File: src/rtl/dma_desc_pkg.sv
package dma_desc_pkg;

  typedef enum logic [3:0] {
    ST_IDLE   = 4'd0,
    ST_SUSP   = 4'd1,
    ST_DFETCH = 4'd2,
    ST_DCHECK = 4'd3,
    ST_TXWAIT = 4'd4,
    ST_RXWAIT = 4'd5,
    ST_MRD    = 4'd6,
    ST_MWR    = 4'd7,
    ST_CLOSE  = 4'd8
  } dstate_e;

  // descriptor configuration word
  localparam int CFG_NOIRQ = 1;
  localparam int CFG_LAST  = 2;
  localparam int CFG_FIRST = 3;
  localparam int CFG_CHAIN = 4;
  localparam int CFG_RING  = 5;
  localparam int CFG_CERR  = 30;
  localparam int CFG_OWN   = 31;

  // control register
  localparam int CTL_SRST = 0;
  localparam int CTL_DIR  = 4;
  localparam int CTL_EN   = 7;

  // status register
  localparam int STS_TX    = 0;
  localparam int STS_RX    = 1;
  localparam int STS_BERR  = 2;
  localparam int STS_NODSC = 4;
  localparam int STS_CERR  = 5;
  localparam int STS_NSUM  = 8;
  localparam int STS_ASUM  = 9;
  localparam int STS_ABRT  = 10;
  localparam int STS_STLSB = 13;

  // register selects
  localparam logic [1:0] SEL_CTRL = 2'd0;
  localparam logic [1:0] SEL_STAT = 2'd1;
  localparam logic [1:0] SEL_BASE = 2'd2;
  localparam logic [1:0] SEL_POLL = 2'd3;

  typedef struct packed {
    logic tx;
    logic rx;
    logic berr;
    logic nodsc;
    logic cerr;
  } dma_evt_t;

endpackage

File: src/rtl/dma_desc_regs.sv
module dma_desc_regs
  import dma_desc_pkg::*;
#(
  parameter int AW = 32
) (
  input  logic          clk_i,
  input  logic          rst_ni,
  input  logic          reg_we_i,
  input  logic [1:0]    reg_sel_i,
  input  logic [31:0]   reg_wdata_i,
  input  dma_evt_t      evt_i,
  input  dstate_e       state_i,
  output logic [AW-1:0] base_o,
  output logic          dir_o,
  output logic          start_o,
  output logic          resume_o,
  output logic          abort_o,
  output logic          srst_o,
  output logic [31:0]   status_o,
  output logic          irq_o
);

  typedef struct packed {
    logic tx;
    logic rx;
    logic berr;
    logic nodsc;
    logic cerr;
    logic abrt;
  } sticky_t;

  sticky_t       sticky_q, sticky_d, set_w, clr_w;
  logic [AW-1:0] base_q;
  logic          dir_q;
  logic          wr_ctrl, busy;
  logic          nsum, asum;

  assign busy     = (state_i != ST_IDLE);
  assign wr_ctrl  = reg_we_i && (reg_sel_i == SEL_CTRL);
  assign srst_o   = wr_ctrl && reg_wdata_i[CTL_SRST];
  assign start_o  = wr_ctrl && !srst_o && reg_wdata_i[CTL_EN] && !busy;
  assign abort_o  = wr_ctrl && !srst_o && !reg_wdata_i[CTL_EN] && busy;
  assign resume_o = reg_we_i && (reg_sel_i == SEL_POLL);

  always_comb begin
    set_w       = '0;
    set_w.tx    = evt_i.tx;
    set_w.rx    = evt_i.rx;
    set_w.berr  = evt_i.berr;
    set_w.nodsc = evt_i.nodsc;
    set_w.cerr  = evt_i.cerr;
    set_w.abrt  = abort_o;
    clr_w       = '0;
    if (reg_we_i && reg_sel_i == SEL_STAT) begin
      clr_w.tx    = reg_wdata_i[STS_TX];
      clr_w.rx    = reg_wdata_i[STS_RX];
      clr_w.berr  = reg_wdata_i[STS_BERR];
      clr_w.nodsc = reg_wdata_i[STS_NODSC];
      clr_w.cerr  = reg_wdata_i[STS_CERR];
      clr_w.abrt  = reg_wdata_i[STS_ABRT];
    end
    // a new event wins over a clear in the same cycle
    sticky_d = (sticky_q & ~clr_w) | set_w;
    if (srst_o) sticky_d = '0;
  end

  always_ff @(posedge clk_i or negedge rst_ni) begin
    if (!rst_ni) begin
      sticky_q <= '0;
      base_q   <= '0;
      dir_q    <= 1'b0;
    end else begin
      sticky_q <= sticky_d;
      if (reg_we_i && reg_sel_i == SEL_BASE) base_q <= reg_wdata_i[AW-1:0];
      if (start_o) dir_q <= reg_wdata_i[CTL_DIR];
    end
  end

  assign nsum = sticky_q.tx | sticky_q.rx;
  assign asum = sticky_q.berr | sticky_q.nodsc | sticky_q.cerr | sticky_q.abrt;

  always_comb begin
    status_o                          = '0;
    status_o[STS_TX]                  = sticky_q.tx;
    status_o[STS_RX]                  = sticky_q.rx;
    status_o[STS_BERR]                = sticky_q.berr;
    status_o[STS_NODSC]               = sticky_q.nodsc;
    status_o[STS_CERR]                = sticky_q.cerr;
    status_o[STS_NSUM]                = nsum;
    status_o[STS_ASUM]                = asum;
    status_o[STS_ABRT]                = sticky_q.abrt;
    status_o[STS_STLSB+3:STS_STLSB]   = state_i;
  end

  assign irq_o  = nsum | asum;
  assign base_o = base_q;
  assign dir_o  = dir_q;

  assert_srst_clears_R12: assert property (@(posedge clk_i) disable iff (!rst_ni)
    srst_o |=> (sticky_q == '0));

  assert_nodsc_sticky_R4: assert property (@(posedge clk_i) disable iff (!rst_ni)
    (evt_i.nodsc && !srst_o) |=> sticky_q.nodsc);

  assert_irq_cause_R9: assert property (@(posedge clk_i) disable iff (!rst_ni)
    $rose(irq_o) |-> $past((evt_i != '0) || abort_o));

endmodule

File: src/rtl/dma_desc_fsm.sv
module dma_desc_fsm
  import dma_desc_pkg::*;
#(
  parameter int AW     = 32,
  parameter int SIZE_W = 13
) (
  input  logic          clk_i,
  input  logic          rst_ni,
  input  logic [AW-1:0] base_i,
  input  logic          dir_i,
  input  logic          start_i,
  input  logic          resume_i,
  input  logic          abort_i,
  input  logic          srst_i,
  output logic          mem_req_o,
  output logic          mem_we_o,
  output logic [AW-1:0] mem_addr_o,
  output logic [31:0]   mem_wdata_o,
  input  logic          mem_ready_i,
  input  logic          mem_err_i,
  input  logic [31:0]   mem_rdata_i,
  output logic          card_tx_valid_o,
  output logic [31:0]   card_tx_data_o,
  input  logic          card_tx_ready_i,
  input  logic          card_rx_valid_i,
  input  logic [31:0]   card_rx_data_i,
  output logic          card_rx_ready_o,
  input  logic          card_err_i,
  output dma_evt_t      evt_o,
  output dstate_e       state_o
);

  localparam int RW = SIZE_W + 1;
  localparam logic [RW-1:0] MAX_BYTES = RW'(1) << SIZE_W;
  localparam logic [AW-1:0] DSC_STEP  = AW'(16);

  dstate_e       state_q, state_d;
  logic [AW-1:0] cur_q, cur_d;
  logic [1:0]    idx_q, idx_d;
  logic [31:0]   cfg_q, cfg_d;
  logic [SIZE_W-1:0] size_q, size_d;
  logic [31:0]   buf_q, buf_d;
  logic [31:0]   nxt_q, nxt_d;
  logic [RW-1:0] rem_q, rem_d;
  logic [31:0]   data_q, data_d;
  logic          cerr_q, cerr_d;
  logic          last_word;
  logic [AW-1:0] next_dsc;
  logic [31:0]   close_word;
  logic          unused_cfg;

  assign unused_cfg = ^{cfg_q[29:6], cfg_q[CFG_FIRST], cfg_q[0]};

  assign last_word = (rem_q <= RW'(4));

  always_comb begin
    if (cfg_q[CFG_CHAIN])     next_dsc = AW'(nxt_q);
    else if (cfg_q[CFG_RING]) next_dsc = base_i;
    else                      next_dsc = cur_q + DSC_STEP;
  end

  always_comb begin
    close_word           = cfg_q;
    close_word[CFG_OWN]  = 1'b0;
    close_word[CFG_CERR] = cfg_q[CFG_CERR] | cerr_q;
  end

  // memory and card port decode
  always_comb begin
    mem_req_o   = 1'b0;
    mem_we_o    = 1'b0;
    mem_addr_o  = AW'(buf_q);
    mem_wdata_o = data_q;
    unique case (state_q)
      ST_DFETCH: begin
        mem_req_o  = 1'b1;
        mem_addr_o = cur_q + AW'({idx_q, 2'b00});
      end
      ST_MRD: mem_req_o = 1'b1;
      ST_MWR: begin
        mem_req_o = 1'b1;
        mem_we_o  = 1'b1;
      end
      ST_CLOSE: begin
        mem_req_o   = 1'b1;
        mem_we_o    = 1'b1;
        mem_addr_o  = cur_q;
        mem_wdata_o = close_word;
      end
      default: ;
    endcase
  end

  assign card_tx_valid_o = (state_q == ST_TXWAIT);
  assign card_tx_data_o  = data_q;
  assign card_rx_ready_o = (state_q == ST_RXWAIT);

  always_comb begin
    state_d = state_q;
    cur_d   = cur_q;
    idx_d   = idx_q;
    cfg_d   = cfg_q;
    size_d  = size_q;
    buf_d   = buf_q;
    nxt_d   = nxt_q;
    rem_d   = rem_q;
    data_d  = data_q;
    cerr_d  = cerr_q;
    evt_o   = '0;
    unique case (state_q)
      ST_IDLE: if (start_i) begin
        cur_d   = base_i;
        idx_d   = '0;
        state_d = ST_DFETCH;
      end
      ST_SUSP: if (resume_i) begin
        idx_d   = '0;
        state_d = ST_DFETCH;
      end
      ST_DFETCH: if (mem_ready_i) begin
        if (mem_err_i) begin
          evt_o.berr = 1'b1;
          state_d    = ST_IDLE;
        end else begin
          unique case (idx_q)
            2'd0:    cfg_d  = mem_rdata_i;
            2'd1:    size_d = mem_rdata_i[SIZE_W-1:0];
            2'd2:    buf_d  = mem_rdata_i;
            default: nxt_d  = mem_rdata_i;
          endcase
          idx_d = idx_q + 2'd1;
          if (idx_q == 2'd3) state_d = ST_DCHECK;
        end
      end
      ST_DCHECK: begin
        if (!cfg_q[CFG_OWN]) begin
          evt_o.nodsc = 1'b1;
          state_d     = ST_SUSP;
        end else begin
          rem_d   = (size_q == '0) ? MAX_BYTES : {1'b0, size_q};
          cerr_d  = 1'b0;
          state_d = dir_i ? ST_RXWAIT : ST_MRD;
        end
      end
      ST_MRD: begin
        cerr_d = cerr_q | card_err_i;
        if (mem_ready_i) begin
          if (mem_err_i) begin
            evt_o.berr = 1'b1;
            state_d    = ST_IDLE;
          end else begin
            data_d  = mem_rdata_i;
            state_d = ST_TXWAIT;
          end
        end
      end
      ST_TXWAIT: begin
        cerr_d = cerr_q | card_err_i;
        if (card_tx_ready_i) begin
          buf_d   = buf_q + 32'd4;
          rem_d   = rem_q - RW'(4);
          state_d = last_word ? ST_CLOSE : ST_MRD;
        end
      end
      ST_RXWAIT: begin
        cerr_d = cerr_q | card_err_i;
        if (card_rx_valid_i) begin
          data_d  = card_rx_data_i;
          state_d = ST_MWR;
        end
      end
      ST_MWR: begin
        cerr_d = cerr_q | card_err_i;
        if (mem_ready_i) begin
          if (mem_err_i) begin
            evt_o.berr = 1'b1;
            state_d    = ST_IDLE;
          end else begin
            buf_d   = buf_q + 32'd4;
            rem_d   = rem_q - RW'(4);
            state_d = last_word ? ST_CLOSE : ST_RXWAIT;
          end
        end
      end
      ST_CLOSE: if (mem_ready_i) begin
        if (mem_err_i) begin
          evt_o.berr = 1'b1;
          state_d    = ST_IDLE;
        end else begin
          if (!cfg_q[CFG_NOIRQ]) begin
            evt_o.rx = dir_i;
            evt_o.tx = !dir_i;
          end
          evt_o.cerr = cerr_q;
          if (cfg_q[CFG_LAST]) begin
            state_d = ST_IDLE;
          end else begin
            cur_d   = next_dsc;
            idx_d   = '0;
            state_d = ST_DFETCH;
          end
        end
      end
      default: state_d = ST_IDLE;
    endcase
    if (srst_i || abort_i) begin
      state_d = ST_IDLE;
      evt_o   = '0;
    end
  end

  always_ff @(posedge clk_i or negedge rst_ni) begin
    if (!rst_ni) begin
      state_q <= ST_IDLE;
      cur_q   <= '0;
      idx_q   <= '0;
      cfg_q   <= '0;
      size_q  <= '0;
      buf_q   <= '0;
      nxt_q   <= '0;
      rem_q   <= '0;
      data_q  <= '0;
      cerr_q  <= 1'b0;
    end else begin
      state_q <= state_d;
      cur_q   <= cur_d;
      idx_q   <= idx_d;
      cfg_q   <= cfg_d;
      size_q  <= size_d;
      buf_q   <= buf_d;
      nxt_q   <= nxt_d;
      rem_q   <= rem_d;
      data_q  <= data_d;
      cerr_q  <= cerr_d;
    end
  end

  assign state_o = state_q;

  assert_close_drops_own_R5: assert property (@(posedge clk_i) disable iff (!rst_ni)
    (state_q == ST_CLOSE) |-> (mem_req_o && mem_we_o && !mem_wdata_o[CFG_OWN]));

  assert_suspend_after_check_R4: assert property (@(posedge clk_i) disable iff (!rst_ni)
    $rose(state_q == ST_SUSP) |-> ($past(state_q) == ST_DCHECK));

  assert_tx_word_held_R2: assert property (@(posedge clk_i) disable iff (!rst_ni)
    (card_tx_valid_o && !card_tx_ready_i && !srst_i && !abort_i)
      |=> (card_tx_valid_o && $stable(card_tx_data_o)));

  assert_chain_target_R7: assert property (@(posedge clk_i) disable iff (!rst_ni)
    (state_q == ST_DFETCH && idx_q == 2'd0 && $past(state_q) == ST_CLOSE
      && $past(cfg_q[CFG_CHAIN])) |-> (mem_addr_o == AW'($past(nxt_q))));

endmodule

File: src/rtl/dma_desc_engine.sv
module dma_desc_engine
  import dma_desc_pkg::*;
#(
  parameter int AW     = 32,
  parameter int SIZE_W = 13
) (
  input  logic          clk_i,
  input  logic          rst_ni,
  input  logic          reg_we_i,
  input  logic [1:0]    reg_sel_i,
  input  logic [31:0]   reg_wdata_i,
  output logic          mem_req_o,
  output logic          mem_we_o,
  output logic [AW-1:0] mem_addr_o,
  output logic [31:0]   mem_wdata_o,
  input  logic          mem_ready_i,
  input  logic          mem_err_i,
  input  logic [31:0]   mem_rdata_i,
  output logic          card_tx_valid_o,
  output logic [31:0]   card_tx_data_o,
  input  logic          card_tx_ready_i,
  input  logic          card_rx_valid_i,
  input  logic [31:0]   card_rx_data_i,
  output logic          card_rx_ready_o,
  input  logic          card_err_i,
  output logic [31:0]   status_o,
  output logic [3:0]    state_o,
  output logic          irq_o
);

  dma_evt_t      evt;
  dstate_e       state;
  logic [AW-1:0] base;
  logic          dir, start, resume, abort, srst;

  dma_desc_regs #(.AW(AW)) u_regs (
    .clk_i       (clk_i),
    .rst_ni      (rst_ni),
    .reg_we_i    (reg_we_i),
    .reg_sel_i   (reg_sel_i),
    .reg_wdata_i (reg_wdata_i),
    .evt_i       (evt),
    .state_i     (state),
    .base_o      (base),
    .dir_o       (dir),
    .start_o     (start),
    .resume_o    (resume),
    .abort_o     (abort),
    .srst_o      (srst),
    .status_o    (status_o),
    .irq_o       (irq_o)
  );

  dma_desc_fsm #(.AW(AW), .SIZE_W(SIZE_W)) u_fsm (
    .clk_i           (clk_i),
    .rst_ni          (rst_ni),
    .base_i          (base),
    .dir_i           (dir),
    .start_i         (start),
    .resume_i        (resume),
    .abort_i         (abort),
    .srst_i          (srst),
    .mem_req_o       (mem_req_o),
    .mem_we_o        (mem_we_o),
    .mem_addr_o      (mem_addr_o),
    .mem_wdata_o     (mem_wdata_o),
    .mem_ready_i     (mem_ready_i),
    .mem_err_i       (mem_err_i),
    .mem_rdata_i     (mem_rdata_i),
    .card_tx_valid_o (card_tx_valid_o),
    .card_tx_data_o  (card_tx_data_o),
    .card_tx_ready_i (card_tx_ready_i),
    .card_rx_valid_i (card_rx_valid_i),
    .card_rx_data_i  (card_rx_data_i),
    .card_rx_ready_o (card_rx_ready_o),
    .card_err_i      (card_err_i),
    .evt_o           (evt),
    .state_o         (state)
  );

  assign state_o = state;

endmodule

File: config.mk
export PLATFORM = sky130hd
export DESIGN_NAME = dma_desc_engine
export DESIGN_NICKNAME = d
export VERILOG_FILES = /design/src/rtl/dma_desc_pkg.sv /design/src/rtl/dma_desc_regs.sv /design/src/rtl/dma_desc_fsm.sv /design/src/rtl/dma_desc_engine.sv
export SDC_FILE = /design/constraint.sdc
export NUM_CORES = 1
export LEC_CHECK = 0
export ABC_CLOCK_PERIOD_IN_PS = 3450
export BUFFER_PORTS_ARGS = -buffer_cell sky130_fd_sc_hd__buf_2
export CORE_UTILIZATION = 23
export CTS_BUF_LIST = sky130_fd_sc_hd__clkbuf_16
export CTS_CLUSTER_DIAMETER = 100
export DETAILED_ROUTE_END_ITERATION = 10
export SLEW_MARGIN = 25
export SYNTH_ARGS = -nofsm -noshare
export SYNTH_HDL_FRONTEND = slang
export SYNTH_HIERARCHICAL = 1
export SYNTH_SLANG_ARGS = --single-unit
export TNS_END_PERCENT = 1
File: constraint.sdc
create_clock -name clk_i -period 3.45 [get_ports clk_i]
set_clock_uncertainty 0.15 [all_clocks]
set_input_delay 0.69 -clock clk_i [delete_from_list [all_inputs] [get_ports clk_i]]
set_output_delay 0.69 -clock clk_i [all_outputs]
set_load 0.05 [all_outputs]
-- After elaboration in Yosys (flattened, before gate mapping)
Index checks and enable logic that the tools add are counted.
- add/sub/neg operators: 5
- multiply operators: 0
- divide/modulo/power cells: 0
- order comparisons: 1
- equal/unequal tests: 38
- shift operators: 0
- multiplexer cells: 73
- bitwise logic cells: 12
- reduce and logical (&&, ||, !) cells: 41
- operators by type and width (cell ; count):
    $mux W32 ; 16
    $pmux W32 S2 ; 3
    $pmux W32 S3 ; 1
    $mux W14 ; 5
    $mux W4 ; 15
    $pmux W14 S3 ; 1
    $pmux W4 S9 ; 1
    $add A32 B3 Y32 const B ; 1
    $add A32 B4 Y32 ; 1
    $add A32 B5 Y32 const B ; 1
    $mux W2 ; 13
    $ne A2 B2 Y1 const B ; 13
    $ne A3 B2 Y1 const B ; 7
    $eq A4 B3 Y1 const B ; 4
    $reduce_and A4 Y1 ; 4
    $le A14 B3 Y1 const B ; 1
    $sub A14 B3 Y14 const B ; 1
    $logic_not A13 Y1 ; 1
    $mux W6 ; 2
    $logic_and A1 B1 Y1 ; 10
    $mux W1 ; 10
    $reduce_and A5 Y1 ; 2
    $reduce_and A9 Y1 ; 1
    $eq A2 B2 Y1 const B ; 4
    other kinds (30) ; 52
- register bits after elaboration: 233
- latch bits: 0
- bits in writable memories: 0
- ROM bits: 0
- output and inout port bits: 137
- word-level logic and storage cells: 188
- memories kept: 0

-- Depth between registers and ports, before layout
- depth in word-level cells: 11
- mapped depth: 11
- mapped depth without buffers: 9

-- Cells and area by module
The synthesis kept the hierarchy.
- by module, submodules not included (module ; instances ; cells each ; area each (µm²) ; sequential area each (µm²)):
    dma_desc_fsm ; 1 ; 1344 ; 11760.0 ; 4854.7
    dma_desc_regs ; 1 ; 137 ; 1788.0 ; 975.9

-- Worst setup path before layout
No wires, ideal clock.
- path type: register to output
- start: register u_fsm.state_q[1] (netlist: u_fsm/state_o[1])
- end: output mem_addr_o[11]
- arrival time: 3.654 ns
- data required time: 2.610 ns
- setup slack: -1.044 ns
- cell stages (with the launch flop): 6
- path buffers: 2
- path through: dfrtp_1 > buf_2 > nor4b_2 > clkbuf_1 > nand2_1 > o311ai_0
- longest elaborated chain between the ends: 2
- elaborated cells between the ends (all ways): 3
- classes of those cells: eq/ne (2); mux (1)
- RTL lines (item ; RTL line ; text):
    start: declaration ; dma_desc_fsm.sv:37 ; dstate_e state_q, state_d;
    start signal: assignment ; dma_desc_fsm.sv:225 ; state_q <= state_d;
    $eq A4 B4 Y1 or $eq A4 B2 Y1 (tied branches) ; dma_desc_fsm.sv:74 ; unique case (state_q)
    $pmux W32 S2 * ; dma_desc_fsm.sv:74 ;
    end: declaration ; dma_desc_engine.sv:14 ; output logic [AW-1:0] mem_addr_o,
Every way passes the cells marked *; elsewhere a longest branch is shown, timed or not.

-- Worst setup path in the final report
- start: register u_fsm.cur_q[12]
- end: output mem_addr_o[29]
- longest elaborated chain between the ends: 2
- RTL lines (item ; RTL line ; text):
    start: declaration ; dma_desc_fsm.sv:38 ; logic [AW-1:0] cur_q, cur_d;
    start signal: assignment ; dma_desc_fsm.sv:226 ; cur_q <= cur_d;
    $add A32 B4 Y32 ; dma_desc_fsm.sv:77 ; mem_addr_o = cur_q + AW'({idx_q, 2'b00});
    $pmux W32 S2 ; dma_desc_fsm.sv:74 ;
No other way between the ends.

==> impl_metrics.json <==
{
  "core_mm2": 0.0579,
  "cpMaxStageDelayCell": "or4_4",
  "nFillCells": 6101,
  "fin_util_pct": 30.3,
  "rsz0062_at_grt": "yes",
  "grt_max_degree": 72,
  "violations": "setup timing",
  "dpl_cell_area_mm2": 0.0163,
  "yosysMostFrequentCell": "dfrtp_1",
  "start_util_pct": 23.4,
  "via_per_inst": 5.16,
  "fin_area_mm2": 0.0175,
  "setup_viol": 21,
  "worst_path_most_repeated_cell": "or4_4",
  "cpPeakStageDelay_ns": 0.60,
  "antenna_found_initial": 6,
  "max_freq_mhz": 267,
  "finalHoldViolCount": 0,
  "syn_area_per_cell_um2": 9.15,
  "cts_buffer_depth": 3,
  "synth_commonest_cells": "dfrtp_1, nand2_1, o21ai_0",
  "tns_ns": -2.31,
  "ys_warn_count": 6,
  "yosys.area.top_type": "dfrtp_1",
  "grt_pass1_vias": 12828,
  "drc_errors": 0,
  "worstPathMaxFanout": 5,
  "crit_path_cell_trace": "nand3_2, or4_4, or4_4, o311a_1, a211o_1, buf_6",
  "wl_um": 53100,
  "dp_hpwl_um": 40300,
  "io_pins": 243,
  "relSlewSlack_pct": 48.3,
  "setup_ws_ns": -0.299,
  "area_delta_synth_final_pct": 29.5,
  "cts.clk_slew.worst_paths_ns": 0.06,
  "cts_buffers": 30,
  "synth_top_area_share_pct": 43.0,
  "via_count": 12931,
  "async_flop_share_pct": 100,
  "die_y_um": 245,
  "wl_per_cell_um": 21.2,
  "port_buffers": 222,
  "drive_gt1_share_pct": 30.8,
  "rows": 88,
  "clock_latency_ns": 0.57,
  "min_period_over_period_pct": 109,
  "fin_total_pwr_w": 0.0165,
  "ys_types": 80,
  "grt_usage_pct": 17.3,
  "drv_cap": 0,
  "ant_nets": 0,
  "path_class": "reg -> out",
  "min_from": "reg_wdata_i[27]",
  "n_antenna_cell": 0,
  "end_kind": "output port",
  "die-area_mm2": 0.0599,
  "final_nets": 1835,
  "cp.arrival_ns": 2.91,
  "peakVddDrop_mv": 0.676,
  "synth_edf_count": 0,
  "drv_slew": 0,
  "cts.sinks": 233,
  "critPathLaunchType": "register",
  "cts_tree": "yes",
  "grt_pass1_wl_um": 79000,
  "cts-root-buf": "clkbuf_16",
  "place.gp.congestion": 0.912,
  "post-place-ws_ns": 0.170,
  "status": "complete, but fails checks",
  "cp-startpoint": "u_fsm/cur_q[12]$_DFFE_PN0P_",
  "synth_area_leaders": "dfrtp_1, mux2_2, nand2_1",
  "hold_path.class": "in -> reg",
  "drtIter0Drc": 1249,
  "netlist_area_mm2": 0.0135,
  "power_density_mw_per_mm2": 943,
  "grt_overflow": 0,
  "synth_seq_cells": 233,
  "dr.pass1.iters": 7,
  "seq_area_frac_synth_pct": 43.0,
  "syn_inst": 1481,
  "ys.flop_type": "dfrtp_1",
  "dieWidth_um": 245,
  "worstPathRequired_ns": 2.61,
  "period_minus_slack_ns": 3.75,
  "worstMarginPinSlew_ns": 0.773,
  "reg2reg_from": "u_fsm/state_o[1]$_DFFE_PN0P_",
  "p_leak_nw": 7.80,
  "htreeDepth": 1
}
cell usage in the layout (no fill, tap or decap), drive strengths merged, types with 16 or more instances in the layout:
cell	netlist	layout
nand3	48	48
a31oi	16	16
nor2	74	74
buf	71	319
mux2	112	112
o21ai	116	116
clkbuf	64	31
dfrtp	233	233
conb	1	20
a22oi	16	16
a21oi	88	88
mux2i	36	36
or3	16	16
nand4	16	16
inv	27	29
nor4	16	16
clkinv	1	17
nand2	232	232
nor3	38	38
layout make-up:
class                      instances  area, µm²  area share (%)
multi-input combinational       1104       7220            41.1
sequential                       233       5830            33.3
timing repair buffer             320       2360            13.5
tap                              765        957            5.46
clock buffer                      31        776            4.42
clock inverter                    25        287            1.63
inverter                          28        105           0.599
flip-flops by register name, indices dropped and copies added (netlist names):
| name | flops |
|---|---|
| u_fsm/rem_q | 14 |
| u_fsm/state_o | 4 |
| u_regs/status_o | 6 |
| u_fsm/card_tx_data_o | 32 |
| u_regs/base_o | 32 |
| u_fsm/cfg_q | 32 |
| u_fsm/buf_q | 32 |
| u_fsm/cerr_q | 1 |
| u_fsm/nxt_q | 32 |
| u_regs/dir_o | 1 |
| u_fsm/size_q | 13 |
| u_fsm/idx_q | 2 |
| u_fsm/cur_q | 32 |
through the flow:
step | instances | hold WS [ns]
2_1_floorplan | 1500 | 0.244
3_3_place_gp | 2447 | 0.314
3_5_place_dp | 2447 | 0.317
4_1_cts | 2506 | 0.162
5_1_grt | 2506 | 0.175
6_report | 2506 | 0.189
cell families (layout without fill, tap and decap cells):
group | count (synthesis) | after routing | synth area share (%)
AND/OR/NAND/NOR | 528 | 528 | 19.0
AO/OA/AOI/OAI | 386 | 386 | 18.5
flip-flops | 233 | 233 | 43.0
buffers and inverters | 163 | 404 | 5.64
multiplexers | 149 | 149 | 12.1
adder cells (fa/ha/maj) | 12 | 12 | 1.16
XOR/XNOR | 9 | 9 | 0.582
other | 1 | 20 | 0.0277
critical path, delay by kind of cell, from the launching register on:
kind	cells	cell delay [ns]
compound gates	2	0.57
flops	1	0.37
buf+inv	1	0.17
simple gates	3	1.22
worst paths after layout:
kind / slack (ns) / end / depth (start not counted)
setup / recovery: -0.30 / mem_addr_o[29] / 6
hold / removal: 0.19 / u_regs/base_o[27]$_DFFE_PN0P_ / 2
setup reg to reg: 0.39 / u_fsm/buf_q[18]$_DFFE_PN0P_ / 7
hold reg to reg: 0.33 / u_fsm/buf_q[1]$_DFFE_PN0P_ / 2
max in group asynchronous: 1.69 / u_fsm/cur_q[7]$_DFFE_PN0P_ / 3
min in group asynchronous: 0.54 / u_fsm/card_tx_data_o[5]$_DFFE_PN0P_ / 2
report_power, final:
group	leakage (nW)	internal [W]	switching [W]
Combinational	4.35	0.00297	0.00534
Sequential	2.92	0.00378	0.00107
Clock	0.527	0.00208	0.00130
Total	7.80	0.00882	0.00772
layer usage:
metal,vias up,share of wire (%),wire length [µm],global-route usage [%]
met5,-,0.081,43,0
met4,8,3.2,1690,5.44
met3,91,7.3,3870,3.42
met2,518,47,25100,28.9
met1,6443,42,22400,22.4
li1,5871,-,-,-
repair_timing:
action	CTS	global route
setup buffers	2	0
endpoints found under the setup margin	42	52
pin swaps	8	2
resized for setup	45	9
endpoints found under the hold margin	65	0
hold buffers	1	0
(Power assumes the default switching activity.)
